### config.mk
export PLATFORM = sky130hd
export DESIGN_NAME = gp_timer_bank
export DESIGN_NICKNAME = d
export VERILOG_FILES = /design/src/rtl/tmr_pkg.sv /design/src/rtl/tmr_edge.sv /design/src/rtl/tmr_unit.sv /design/src/rtl/gp_timer_bank.sv
export SDC_FILE = /design/constraint.sdc
export NUM_CORES = 1
export LEC_CHECK = 0
export BUFFER_PORTS_ARGS = -buffer_cell sky130_fd_sc_hd__buf_4
export CAP_MARGIN = 30
export CELL_PAD_IN_SITES_DETAIL_PLACEMENT = 2
export CELL_PAD_IN_SITES_GLOBAL_PLACEMENT = 2
export CORE_ASPECT_RATIO = 1.1
export CORE_UTILIZATION = 43
export CTS_CLUSTER_DIAMETER = 40
export DETAILED_ROUTE_END_ITERATION = 12
export GPL_ROUTABILITY_DRIVEN = 0
export PLACE_DENSITY = 0.86
export SYNTH_ARGS = -nofsm -noshare
export SYNTH_HDL_FRONTEND = slang
export SYNTH_SLANG_ARGS = --single-unit
### constraint.sdc
create_clock -name clk_i -period 11.3 [get_ports clk_i]
set_input_delay 1.695 -clock clk_i [delete_from_list [all_inputs] [get_ports clk_i]]
set_output_delay 1.695 -clock clk_i [all_outputs]
set_load 0.02 [all_outputs]
### src/rtl/tmr_pkg.sv
package tmr_pkg;
  typedef enum logic [1:0] {
    MODE_PWM  = 2'd0,
    MODE_CAP  = 2'd1,
    MODE_WDG  = 2'd2,
    MODE_HOLD = 2'd3
  } tmr_mode_e;

  localparam int CFG_POL_BIT = 2;
  localparam int CFG_IE_BIT  = 3;

  localparam logic [1:0] FLD_CFG = 2'd0;
  localparam logic [1:0] FLD_CNT = 2'd1;
  localparam logic [1:0] FLD_PER = 2'd2;
  localparam logic [1:0] FLD_WID = 2'd3;
endpackage

### src/rtl/tmr_edge.sv
module tmr_edge #(
  parameter int SYNC_STAGES = 2
) (
  input  logic clk_i,
  input  logic rst_ni,
  input  logic raw_i,
  input  logic inv_i,
  output logic rise_o,
  output logic fall_o
);
  logic [SYNC_STAGES-1:0] sync_q;
  logic lvl, prev_q;

  generate
    if (SYNC_STAGES == 1) begin : g_one
      always_ff @(posedge clk_i or negedge rst_ni)
        if (!rst_ni) sync_q <= '0;
        else         sync_q <= raw_i;
    end else begin : g_many
      always_ff @(posedge clk_i or negedge rst_ni)
        if (!rst_ni) sync_q <= '0;
        else         sync_q <= {sync_q[SYNC_STAGES-2:0], raw_i};
    end
  endgenerate

  assign lvl = sync_q[SYNC_STAGES-1] ^ inv_i;

  always_ff @(posedge clk_i or negedge rst_ni)
    if (!rst_ni) prev_q <= 1'b0;
    else         prev_q <= lvl;

  assign rise_o = lvl & ~prev_q;
  assign fall_o = ~lvl & prev_q;
endmodule

### src/rtl/tmr_unit.sv
module tmr_unit
  import tmr_pkg::*;
#(
  parameter int CNT_W       = 32,
  parameter int CFG_W       = 6,
  parameter int SYNC_STAGES = 2
) (
  input  logic             clk_i,
  input  logic             rst_ni,
  input  logic             en_i,
  input  logic             wr_cfg_i,
  input  logic             wr_cnt_i,
  input  logic             wr_per_i,
  input  logic             wr_wid_i,
  input  logic [CNT_W-1:0] wdata_i,
  input  logic             pin_i,
  output logic             pin_o,
  output logic             pin_oe_o,
  output logic             ev_o,
  output logic [CFG_W-1:0] cfg_o,
  output logic [CNT_W-1:0] cnt_o,
  output logic [CNT_W-1:0] per_o,
  output logic [CNT_W-1:0] wid_o
);
  logic [CFG_W-1:0] cfg_q;
  logic [CNT_W-1:0] cnt_q, per_q, wid_q, cnt_d, per_d, wid_d;
  logic [CNT_W:0]   cnt_inc;
  logic             rise, fall, pol, ev;
  tmr_mode_e        mode;

  assign mode    = tmr_mode_e'(cfg_q[1:0]);
  assign pol     = cfg_q[CFG_POL_BIT];
  assign cnt_inc = {1'b0, cnt_q} + 1'b1;

  tmr_edge #(.SYNC_STAGES(SYNC_STAGES)) i_edge (
    .clk_i (clk_i),
    .rst_ni(rst_ni),
    .raw_i (pin_i),
    .inv_i (pol),
    .rise_o(rise),
    .fall_o(fall)
  );

  always_comb begin
    cnt_d = cnt_q;
    per_d = per_q;
    wid_d = wid_q;
    ev    = 1'b0;
    if (en_i) begin
      unique case (mode)
        MODE_PWM: begin
          if (cnt_q >= per_q) begin
            cnt_d = '0;
            ev    = 1'b1;
          end else cnt_d = cnt_inc[CNT_W-1:0];
        end
        MODE_CAP: begin
          if (rise) begin
            per_d = cnt_q;
            cnt_d = '0;
            ev    = 1'b1;
          end else cnt_d = cnt_inc[CNT_W-1:0];
          if (fall) wid_d = cnt_q;
        end
        MODE_WDG: begin
          if (rise) begin
            if (cnt_inc >= {1'b0, per_q}) begin
              cnt_d = '0;
              ev    = 1'b1;
            end else cnt_d = cnt_inc[CNT_W-1:0];
          end
        end
        default: ;
      endcase
    end
    // bus beats hardware
    if (wr_cnt_i) cnt_d = wdata_i;
    if (wr_per_i) per_d = wdata_i;
    if (wr_wid_i) wid_d = wdata_i;
  end

  always_ff @(posedge clk_i or negedge rst_ni) begin
    if (!rst_ni) begin
      cfg_q <= '0;
      cnt_q <= '0;
      per_q <= '0;
      wid_q <= '0;
    end else begin
      if (wr_cfg_i) cfg_q <= wdata_i[CFG_W-1:0];
      cnt_q <= cnt_d;
      per_q <= per_d;
      wid_q <= wid_d;
    end
  end

  assign pin_oe_o = en_i && (mode == MODE_PWM);
  assign pin_o    = pin_oe_o & ((cnt_q < wid_q) ^ pol);
  assign ev_o     = ev;
  assign cfg_o    = cfg_q;
  assign cnt_o    = cnt_q;
  assign per_o    = per_q;
  assign wid_o    = wid_q;

  p_pwm_wrap_r5: assert property (@(posedge clk_i) disable iff (!rst_ni)
    en_i && mode == MODE_PWM && cnt_q >= per_q && !wr_cnt_i |=> cnt_q == '0);

  p_hold_off_r9: assert property (@(posedge clk_i) disable iff (!rst_ni)
    !en_i && !wr_cnt_i |=> cnt_q == $past(cnt_q));

  p_cap_period_r6: assert property (@(posedge clk_i) disable iff (!rst_ni)
    en_i && mode == MODE_CAP && rise && !wr_per_i |=> per_q == $past(cnt_q));

  p_cap_width_r7: assert property (@(posedge clk_i) disable iff (!rst_ni)
    en_i && mode == MODE_CAP && fall && !wr_wid_i |=> wid_q == $past(cnt_q));
endmodule

### src/rtl/gp_timer_bank.sv
module gp_timer_bank
  import tmr_pkg::*;
#(
  parameter int N_TMR       = 3,
  parameter int CNT_W       = 32,
  parameter int CFG_W       = 6,
  parameter int SYNC_STAGES = 2,
  localparam int ADDR_W     = $clog2(N_TMR + 1) + 2
) (
  input  logic              clk_i,
  input  logic              rst_ni,
  input  logic              bus_we_i,
  input  logic [ADDR_W-1:0] bus_addr_i,
  input  logic [CNT_W-1:0]  bus_wdata_i,
  output logic [CNT_W-1:0]  bus_rdata_o,
  input  logic [N_TMR-1:0]  pin_i,
  output logic [N_TMR-1:0]  pin_o,
  output logic [N_TMR-1:0]  pin_oe_o,
  output logic [N_TMR-1:0]  irq_o
);
  localparam int SEL_W = ADDR_W - 2;

  logic [N_TMR-1:0]            en_q, flag_q, ev, clr;
  logic [N_TMR-1:0][CFG_W-1:0] cfg;
  logic [N_TMR-1:0][CNT_W-1:0] cnt, per, wid;
  logic                        ctrl_wr;
  logic [SEL_W-1:0]            sel;
  logic [1:0]                  fld;

  assign sel     = bus_addr_i[ADDR_W-1:2];
  assign fld     = bus_addr_i[1:0];
  assign ctrl_wr = bus_we_i && sel == '0 && fld == 2'd0;
  assign clr     = ctrl_wr ? bus_wdata_i[2*N_TMR-1:N_TMR] : '0;

  always_ff @(posedge clk_i or negedge rst_ni) begin
    if (!rst_ni) begin
      en_q   <= '0;
      flag_q <= '0;
    end else begin
      if (ctrl_wr) en_q <= bus_wdata_i[N_TMR-1:0];
      flag_q <= (flag_q & ~clr) | ev;
    end
  end

  for (genvar k = 0; k < N_TMR; k++) begin : g_tmr
    logic hit;
    assign hit = bus_we_i && sel == SEL_W'(k + 1);

    tmr_unit #(
      .CNT_W      (CNT_W),
      .CFG_W      (CFG_W),
      .SYNC_STAGES(SYNC_STAGES)
    ) i_unit (
      .clk_i   (clk_i),
      .rst_ni  (rst_ni),
      .en_i    (en_q[k]),
      .wr_cfg_i(hit && fld == FLD_CFG),
      .wr_cnt_i(hit && fld == FLD_CNT),
      .wr_per_i(hit && fld == FLD_PER),
      .wr_wid_i(hit && fld == FLD_WID),
      .wdata_i (bus_wdata_i),
      .pin_i   (pin_i[k]),
      .pin_o   (pin_o[k]),
      .pin_oe_o(pin_oe_o[k]),
      .ev_o    (ev[k]),
      .cfg_o   (cfg[k]),
      .cnt_o   (cnt[k]),
      .per_o   (per[k]),
      .wid_o   (wid[k])
    );

    assign irq_o[k] = flag_q[k] & cfg[k][CFG_IE_BIT];

    p_flag_set_r3: assert property (@(posedge clk_i) disable iff (!rst_ni)
      ev[k] |=> flag_q[k]);
  end

  always_comb begin
    bus_rdata_o = '0;
    if (sel == '0) begin
      if (fld == 2'd0) bus_rdata_o[2*N_TMR-1:0] = {flag_q, en_q};
    end else begin
      for (int k = 0; k < N_TMR; k++) begin
        if (sel == SEL_W'(k + 1)) begin
          unique case (fld)
            FLD_CFG: bus_rdata_o = CNT_W'(cfg[k]);
            FLD_CNT: bus_rdata_o = cnt[k];
            FLD_PER: bus_rdata_o = per[k];
            default: bus_rdata_o = wid[k];
          endcase
        end
      end
    end
  end

  p_undriven_when_off_r9: assert property (@(posedge clk_i) disable iff (!rst_ni)
    $fell(|en_q) |-> pin_oe_o == '0);
endmodule

Word-level counts from Yosys, hierarchy flattened

Cells that the tools add are included.

Flip-flop bits (word level): 321
Bits in latches: 0
RAM bits: 0
Bits in read-only memories: 0
Input bits: 42
Logic and storage cells: 205
Memories kept: 0

Add/subtract/negate cells: 3
Multiply operators: 0
Divide/modulo/power cells: 0
Magnitude comparators: 9
Eq/ne operators: 15
Shifts and indexed selects: 0
Multiplexer cells: 73
Bitwise operators: 27
Reductions and logical operators: 58

Operator list:

| cell                  | count |
|---|---|
| $mux 32               | 45 |
| $pmux 32 s3           | 6 |
| $add 32x1->33 const B | 3 |
| $ge 33x32->1          | 3 |
| $ge 32x32->1          | 3 |
| $lt 32x32->1          | 3 |
| $reduce_bool 2->1     | 21 |
| $reduce_and 3->1      | 9 |
| $mux 26               | 1 |
| $logic_and 1x1->1     | 20 |
| $mux 1                | 15 |
| $eq 2x2->1 const B    | 7 |
| $and 1x1->1           | 12 |
| $mux 6                | 2 |
| $reduce_bool 4->1     | 3 |
| $eq 2x1->1 const B    | 5 |
| $logic_not 2->1       | 5 |
| $ne 3x2->1 const B    | 3 |
| $pmux 1 s3            | 3 |
| $not 1->1             | 6 |
| $xor 1x1->1           | 6 |
| $and 3x3->3           | 1 |
| $mux 3                | 1 |
| $not 3->3             | 1 |
| $or 3x3->3            | 1 |

Logic depth before layout (Yosys ltp)

Gate-level depths: netlist (run 1).

Depth in word-level cells: 7
Gate-level depth with buffers: 19
Mapped depth without buffers: 17

Hierarchy

From an unflattened synthesis (run 1), not the netlist that was laid out.

Cells, all modules: 3,093
Area, all modules: 27,430.1 um2

Modules (own cells, without submodules):

| module                     | instances | cells an instance | area an instance (um2) |
|---|---|---|---|
| tmr_unit (g_tmr[1].i_unit) | 1         | 932               | 8,266.7 |
| tmr_unit (g_tmr[0].i_unit) | 1         | 928               | 7,938.9 |
| tmr_unit (g_tmr[2].i_unit) | 1         | 876               | 7,781.2 |
| gp_timer_bank              | 1         | 336               | 3,150.5 |
| tmr_edge                   | 3         | 7                 | 97.6 |

Least setup slack after synthesis (run 1)

No wires, ideal clock.

Kind: input-to-output
Start: in bus_addr_i[1]
End: out bus_rdata_o[20]
Arrival: 3.493 ns
Required time: 9.605 ns
Path slack: 6.112 ns
Stages on the path: 8
Path buffers: 4
Cells stage by stage: buf_2 > buf_1 > buf_1 > clkbuf_1 > nand2_1 > o21ai_0 > a22oi_1 > o21ai_0

Longest elaborated chain between the ends: 6
Elaborated cells on any way between the ends: 10
Classes of those cells: eq/ne: 2; mux: 7; reduce/logical: 1

Ends and longest elaborated chain:

| what                               | line                | text |
|---|---|---|
| start: declaration                 | gp_timer_bank.sv:13 | `input logic [ADDR_W-1:0] bus_addr_i,` |
| $eq 2x2->1 (tied with other cells) | gp_timer_bank.sv:85 | `unique case (fld)` |
| $pmux 32 s3                        | gp_timer_bank.sv:85 |  |
| $mux 32 (2 in series)              | gp_timer_bank.sv:84 | `if (sel == SEL_W'(k + 1)) begin` |
| $mux 32 (*)                        | gp_timer_bank.sv:84 |  |
| $mux 26 (*)                        | gp_timer_bank.sv:80 | `if (sel == '0) begin` |
| end: declaration                   | gp_timer_bank.sv:15 | `output logic [CNT_W-1:0] bus_rdata_o,` |

Every way passes the cells marked *; elsewhere a longest branch is shown, timed or not.

Worst setup path in the final report (run 1)

Start: reg g_tmr[2].i_unit.cnt_q[2]
End: reg g_tmr[2].i_unit.cnt_q[1]

Longest elaborated chain between the ends: 7
Elaborated cells on any way between the ends: 9
Classes of those cells: add/sub: 1; order compare: 2; mux: 6

Ends and longest elaborated chain:

| what                     | line           | text |
|---|---|---|
| start: declaration       | tmr_unit.sv:26 | `logic [CNT_W-1:0] cnt_q, per_q, wid_q, cnt_d, per_d, wid_d;` |
| start signal: assignment | tmr_unit.sv:90 | `cnt_q <= cnt_d;` |
| $add 32x1->33            | tmr_unit.sv:33 | `assign cnt_inc = {1'b0, cnt_q} + 1'b1;` |
| $ge 33x32->1             | tmr_unit.sv:67 | `if (cnt_inc >= {1'b0, per_q}) begin` |
| $mux 32                  | tmr_unit.sv:67 |  |
| $mux 32                  | tmr_unit.sv:66 | `if (rise) begin` |
| $pmux 32 s3 (*)          | tmr_unit.sv:50 | `unique case (mode)` |
| $mux 32 (*)              | tmr_unit.sv:49 | `if (en_i) begin` |
| $mux 32 (*)              | tmr_unit.sv:77 | `if (wr_cnt_i) cnt_d = wdata_i;` |

Every way passes the cells marked *; elsewhere a longest branch is shown, timed or not. The select of a mux whose other input is x is not followed.
A chain may end at the register's enable or synchronous reset.

==> results of run 1 <==
## state kept, by name, summed over array words and instances, names as in the netlist
signal                      cells
g_tmr.i_unit.cfg_o             18
g_tmr.i_unit.i_edge.sync_q      6
g_tmr.i_unit.wid_o             96
g_tmr.i_unit.per_o             96
en_q                            3
g_tmr.i_unit.cnt_o             96
g_tmr.i_unit.i_edge.prev_q      3
flag_q                          3
## where the power goes
group	switching (mW)	total (mW)	internal (mW)
sequential	1.12	2.78	1.66
combinational	3.74	5.61	1.87
clock	0.920	2.43	1.51
## per-stage QoR
| step | total power [mW] | area, um2 | hold slack (ns) | setup WS, ns |
|---|---|---|---|---|
| finish | 10.82 | 30800 | 0.3527 | 3.868 |
| global route | 10.93 | 30790 | 0.3595 | 4.189 |
| CTS | 9.953 | 30660 | 0.3652 | 4.683 |
| detailed placement | 6.940 | 28030 | 0.3411 | 4.926 |
| global placement | 6.432 | 27960 | 0.3406 | 5.000 |
| floorplan | 5.134 | 26890 | 0.3312 | 6.112 |
## critical path, cell delays in order (launching register included)
cell,delay (ns)
dfrtp_1,0.77
nand4_1,0.28
nor3_2,0.98
nand2_1,0.38
nor2_1,0.43
xnor2_1,0.19
ha_1,0.31
a21oi_1,0.29
nand2_1,0.14
a221oi_1,0.39
a31oi_1,0.29
o41ai_2,1.00
and2_1,0.95
buf_4,0.41
nand3_1,0.20
a21oi_1,0.28
## cell families after synthesis
group | synth area share
simple gates | 0.1642
compound gates | 0.1807
buf+inv | 0.07111
flops | 0.2988
fa+ha+maj | 0.1396
mux | 0.1153
xor+xnor | 0.03029
## how the worst min path moves through the flow
stage / start / endpoint / slack (ns)
after floorplan: g_tmr[0].i_unit.i_edge.sync_q[0] / g_tmr[0].i_unit.i_edge.sync_q[1] / 0.33
after CTS: g_tmr[0].i_unit.i_edge.sync_q[0] / g_tmr[0].i_unit.i_edge.sync_q[1] / 0.37
after global placement: g_tmr[2].i_unit.i_edge.sync_q[0] / g_tmr[2].i_unit.i_edge.sync_q[1] / 0.34
final: g_tmr[0].i_unit.i_edge.sync_q[0] / g_tmr[0].i_unit.i_edge.sync_q[1] / 0.35
after detailed placement: g_tmr[2].i_unit.i_edge.sync_q[0] / g_tmr[2].i_unit.i_edge.sync_q[1] / 0.34
after global routing: g_tmr[0].i_unit.i_edge.sync_q[0] / g_tmr[0].i_unit.i_edge.sync_q[1] / 0.36
## per-layer routing
metal	global-route usage	part of all wire	up-vias	routed length [um]
met4	0.3927	0.11	24	19050
met2	0.7499	0.42	2969	74020
li1	-	-	11430	-
met5	0	0.0024	-	426
met1	0.5591	0.33	15320	58500
met3	0.1518	0.13	1455	22690
## final cells by class
class / instances / area [um2] / share of cell area
multi-input cells: 2411 / 17100 / 0.5551
flip-flops and latches: 321 / 8033 / 0.2608
well taps: 824 / 1031 / 0.03347
inverters: 230 / 863.3 / 0.02803
clock inverters: 34 / 516.7 / 0.01678
clock buffers: 102 / 2110 / 0.06849
repair buffers: 133 / 1139 / 0.03697
diodes: 4 / 10.01 / 0.0003250
## cell usage in the layout (no fill, tap or decap), types with 9 or more instances in the layout
master,n
nand2_1,190
clkinv_2,10
nor2b_1,20
a211oi_1,22
nor3_1,17
buf_4,121
and4_1,22
ha_1,300
o21ai_1,10
clkbuf_1,15
mux2i_1,204
a221o_1,9
xnor2_1,60
o21ai_2,10
clkbuf_16,76
clkbuf_8,11
o21ai_0,138
a221oi_1,35
a22oi_1,82
nor4_1,33
nand4_1,53
inv_1,230
a21oi_1,376
a21o_1,33
nand2b_1,10
and2_1,9
nand3_1,155
o21a_1,18
dfrtp_1,321
mux2_2,94
nor2_1,305
and3_1,42
xor2_1,33
==> flow_summary.json, run 1 <==
{
  "max-cap-violations": 1,
  "wire_per_inst_um": 43.04,
  "cellPowerDensity_mw_per_mm2": 351.4,
  "yosys.cell_types.count": 75,
  "worstSetupPathType": "reg2reg",
  "postCtsResizedCells": 0,
  "power.leakage_nw": 13.88,
  "synth_top_area_share": 0.2988,
  "cts_tree": "built",
  "ios": 83,
  "ys_top_cells_by_count": "a21oi_1 (376), dfrtp_1 (321), nor2_1 (315), ha_1 (300), inv_1 (230)",
  "syn_nets": 3561,
  "cts_buffer_depth": 3,
  "rsz0062_at_grt": "no",
  "netlist_instances": 3219,
  "avgSynthCellArea_um2": 8.353,
  "postCtsSetupBuffers": 0,
  "die_w_um": 240.4,
  "worst_setup_path_start_kind": "flip-flop",
  "rows": 95,
  "cp-startpoint": "g_tmr[2].i_unit.cnt_o[2]",
  "hpwlAfterDp_mm": 89.25,
  "drcViolationCount": 0,
  "holdPathStages": 0,
  "clock_latency_ns": 0.69,
  "ys_top_cells_by_area": "dfrtp_1 (30%), ha_1 (14%), mux2i_1 (7.6%), a21oi_1 (7.0%), nor2_1 (4.4%)",
  "grt_pass1_wl_mm": 228.1,
  "finalSetupViolCount": 0,
  "vias_per_cell": 7.684,
  "die_h_um": 264.3,
  "core_area_mm2": 0.06145,
  "drt_pre_antenna_iters": 9,
  "synthToLayoutAreaGrowth_pct": 14.55,
  "io_buffers": 82,
  "violations": "max-capacitance violations, max-slew violations",
  "grt_max_degree": 151,
  "drive_gt1_frac": 0.1253,
  "hold_violations": 0,
  "yosysSeqAreaShare": 0.2988,
  "synth_seq_cells": 321,
  "grt_pass1_vias": 32700,
  "htree_levels": 3,
  "ant_nets": 0,
  "synth_flop_cell": "dfrtp_1",
  "drt_wl_total_mm": 174.7,
  "dp_cells": 3911,
  "maxSlewHeadroom": -0.05878,
  "finalSetupTns_ns": 0,
  "fin_skew_ns": 0.05208,
  "synth_area_mm2": 0.02689,
  "hold_buffers": 0,
  "cp_max_fo": 18,
  "critPathArrivalTime_ns": 7.99,
  "fillers": 6443,
  "r2r-end": "g_tmr[2].i_unit.cnt_o[1]",
  "synthArstFlopShare": 1.000,
  "start_util": 0.4375,
  "hold_path.class": "reg2reg",
  "finalCriticalPeriod_ns": 7.432,
  "antenna_found_initial": 14,
  "endpoint": "g_tmr[2].i_unit.cnt_o[1]",
  "grt_usage": 0.4889,
  "dieArea_mm2": 0.06353,
  "synth_warnings": 0,
  "cts-buffers-inserted": 76,
  "status": "finished with violations",
  "irDropWorstVdd_uv": 199.9,
  "fin_nets": 3515,
  "synthMostInstantiatedCell": "a21oi_1",
  "clk_pin_slew_ns": 0.05,
  "cts_root_buf": "clkbuf_16",
  "finalNonFillerCells": 4059,
  "endpoint_kind": "flip-flop",
  "tightest_slew_ns": 1.579,
  "reg2reg_slack_ns": 3.87,
  "worstPathRequired_ns": 11.86,
  "timing.fmax_ghz": 0.1346,
  "synth_edf_count": 0,
  "yosysTopAreaCell": "dfrtp_1",
  "cts_sinks": 321,
  "overflow": 0,
  "routed-via-count": 31190,
  "period_share": 0.6577,
  "r2r.worst_path.cells": 15,
  "drtIter0Drc": 4230,
  "regToRegStartpoint": "g_tmr[2].i_unit.cnt_o[2]",
  "drv_slew": 2,
  "final_core_util": 0.5012
}
Note: power is estimated with default switching activity, not from simulation.
==> inputs of run 2 (changes only) <==
- CORE_UTILIZATION: 43 -> 40
- PLACE_DENSITY: 0.86 -> 0.8
- clock period: 11.3 -> 7.36 ns (I/O delays scaled with it)
==> run 2 against run 1 <==
Effect of this change:
- the flow now finishes without violations
- first-iteration DRC count down 56%
- final cell count increased by 0.71%
- non-clock buffer count down 4
- clock-buffer cell count is 8 lower
- largest power group unchanged
- routed wire length down 25%
- hold slack is essentially flat
- setup slack got worse by 2.5 ns
- critical path type unchanged
==> flow_summary.json, run 2 (same netlist as run 1, synthesis figures left out) <==
{
  "n_antenna_cell": 0,
  "grt_max_degree": 111,
  "period_share": 0.8133,
  "max_stage_delay_ns": 0.70,
  "finalSetupViolCount": 0,
  "internal_power_mw": 7.754,
  "drv_slew": 0,
  "status": "finished, final reports clean",
  "timing.fmax_ghz": 0.1671,
  "cp_top_family": "simple AND/OR/NAND/NOR gates",
  "cp_cell_sequence": "ha_1, nand3_1, nor3_1, and4_1, nand3_1, or2_2, xnor2_1, ha_1, a211oi_1, o21ai_0, a31o_2, o41ai_2, and2_1, buf_4, nand4b_1, a31oi_1",
  "drive_gt1_frac": 0.1279,
  "power.leakage_nw": 13.93,
  "htree_levels": 3,
  "timing.critical_path.buf_inv": 1,
  "core_area_mm2": 0.06639,
  "maxSlewHeadroom": 0.2281,
  "postCtsResizedCells": 0,
  "ant_nets": 0,
  "vias_per_cell": 6.558,
  "fillers": 7189,
  "cts-buffers-inserted": 76,
  "drcViolationCount": 0,
  "hold_path.class": "reg2reg",
  "clk_pin_slew_ns": 0.04,
  "seq_area_mm2": 0.008033,
  "power_frac_comb": 0.471,
  "holdPathStages": 0,
  "pwr-share-clk": 0.257,
  "fin_skew_ns": 0.02903,
  "worst_setup_path_start_kind": "flip-flop",
  "finalSetupTns_ns": 0,
  "grt_usage": 0.3772,
  "rows": 99,
  "ios": 83,
  "timing.hold.ws_ns": 0.3523,
  "cts_sinks": 321,
  "wire_per_inst_um": 31.98,
  "r2r.worst_path.cells": 16,
  "rsz0062_at_grt": "no",
  "grt_pass1_vias": 29820,
  "drtIter0Drc": 1880,
  "seqPwrFrac": 0.271,
  "clock_latency_ns": 0.64,
  "switching_share": 0.4699,
  "max-cap-violations": 0,
  "final_core_util": 0.4653,
  "grt_pass1_wl_mm": 193.8,
  "hold_buffers": 0,
  "cp_slowest_cell": "nor3_1",
  "cts_tree": "built",
  "critPathArrivalTime_ns": 6.52,
  "synthToLayoutAreaGrowth_pct": 14.89,
  "multi_input_area_mm2": 0.01709,
  "layout_common_cells": "a21oi_1 (376), dfrtp_1 (321), nor2_1 (305)",
  "p_sw_mw": 6.873,
  "cts_buffer_depth": 3,
  "final_common_cell": "a21oi_1",
  "endpoint_kind": "flip-flop",
  "tightest_slew_ns": 1.158,
  "start_util": 0.4050,
  "postCtsSetupBuffers": 0,
  "fin_nets": 3511,
  "dieArea_mm2": 0.06826,
  "die_w_um": 249.2,
  "worstSetupPathType": "reg2reg",
  "cellPowerDensity_mw_per_mm2": 473.5,
  "worstPathRequired_ns": 7.89,
  "finalCriticalPeriod_ns": 5.986,
  "cp_num_cells": 16,
  "antenna_found_initial": 8,
  "hold_violations": 0,
  "io_buffers": 82,
  "cts_root_buf": "clkbuf_16",
  "overflow": 0,
  "routed-via-count": 26810,
  "drt_wl_total_mm": 130.7,
  "die_h_um": 273.9,
  "hpwlAfterDp_mm": 87.05,
  "cp_max_fo": 17,
  "drt_pre_antenna_iters": 7,
  "irDropWorstVdd_uv": 237.0
}
-- run 2: worst paths after layout --
check | from | end | slack (ns)
worst max-delay path | g_tmr[2].i_unit.cnt_o[1] | g_tmr[2].i_unit.cnt_o[18] | 1.37
worst min-delay path | g_tmr[2].i_unit.i_edge.sync_q[0] | g_tmr[2].i_unit.i_edge.sync_q[1] | 0.35
worst max register to register | g_tmr[2].i_unit.cnt_o[1] | g_tmr[2].i_unit.cnt_o[18] | 1.37
worst min register to register | g_tmr[2].i_unit.i_edge.sync_q[0] | g_tmr[2].i_unit.i_edge.sync_q[1] | 0.35
max in group asynchronous | rst_ni | g_tmr[1].i_unit.wid_o[28] | 5.39
min in group asynchronous | rst_ni | g_tmr[2].i_unit.per_o[9] | 0.46
-- run 2: power by group through the flow --
stage / Combinational, mW / Sequential [mW] / Clock, mW
floorplan: 4.73 / 3.15 / 0
global placement: 5.99 / 3.81 / 0
detailed placement: 6.55 / 3.90 / 0
CTS: 6.81 / 3.92 / 3.78
global route: 7.47 / 4.06 / 3.85
finish: 6.90 / 3.97 / 3.76
-- run 2: layout make-up --
type,count,share of cell area
Multi-Input combinational cell,2411,0.5533
Sequential cell,321,0.2600
Clock buffer,94,0.06833
Tap cell,858,0.03475
Timing Repair Buffer,129,0.03451
Inverter,230,0.02795
Clock inverter,45,0.02114
-- run 2: per-layer routing --
layer,GRT usage,share of wire,up-vias
met5,0,0.00027,-
met4,0.2778,0.076,6
met3,0.06655,0.065,442
met2,0.6175,0.46,1094
met1,0.4461,0.40,13860
li1,-,-,11410
-- run 2: metrics by stage --
stage	cell area, um2	setup WS [ns]	total power, mW	std cells
after floorplan	26890	3.354	7.882	3219
after global placement	27990	1.827	9.798	3939
after detailed placement	28090	1.801	10.45	3947
after CTS	30860	1.500	14.52	4086
after global routing	30890	1.286	15.38	4088
final	30890	1.374	14.63	4088
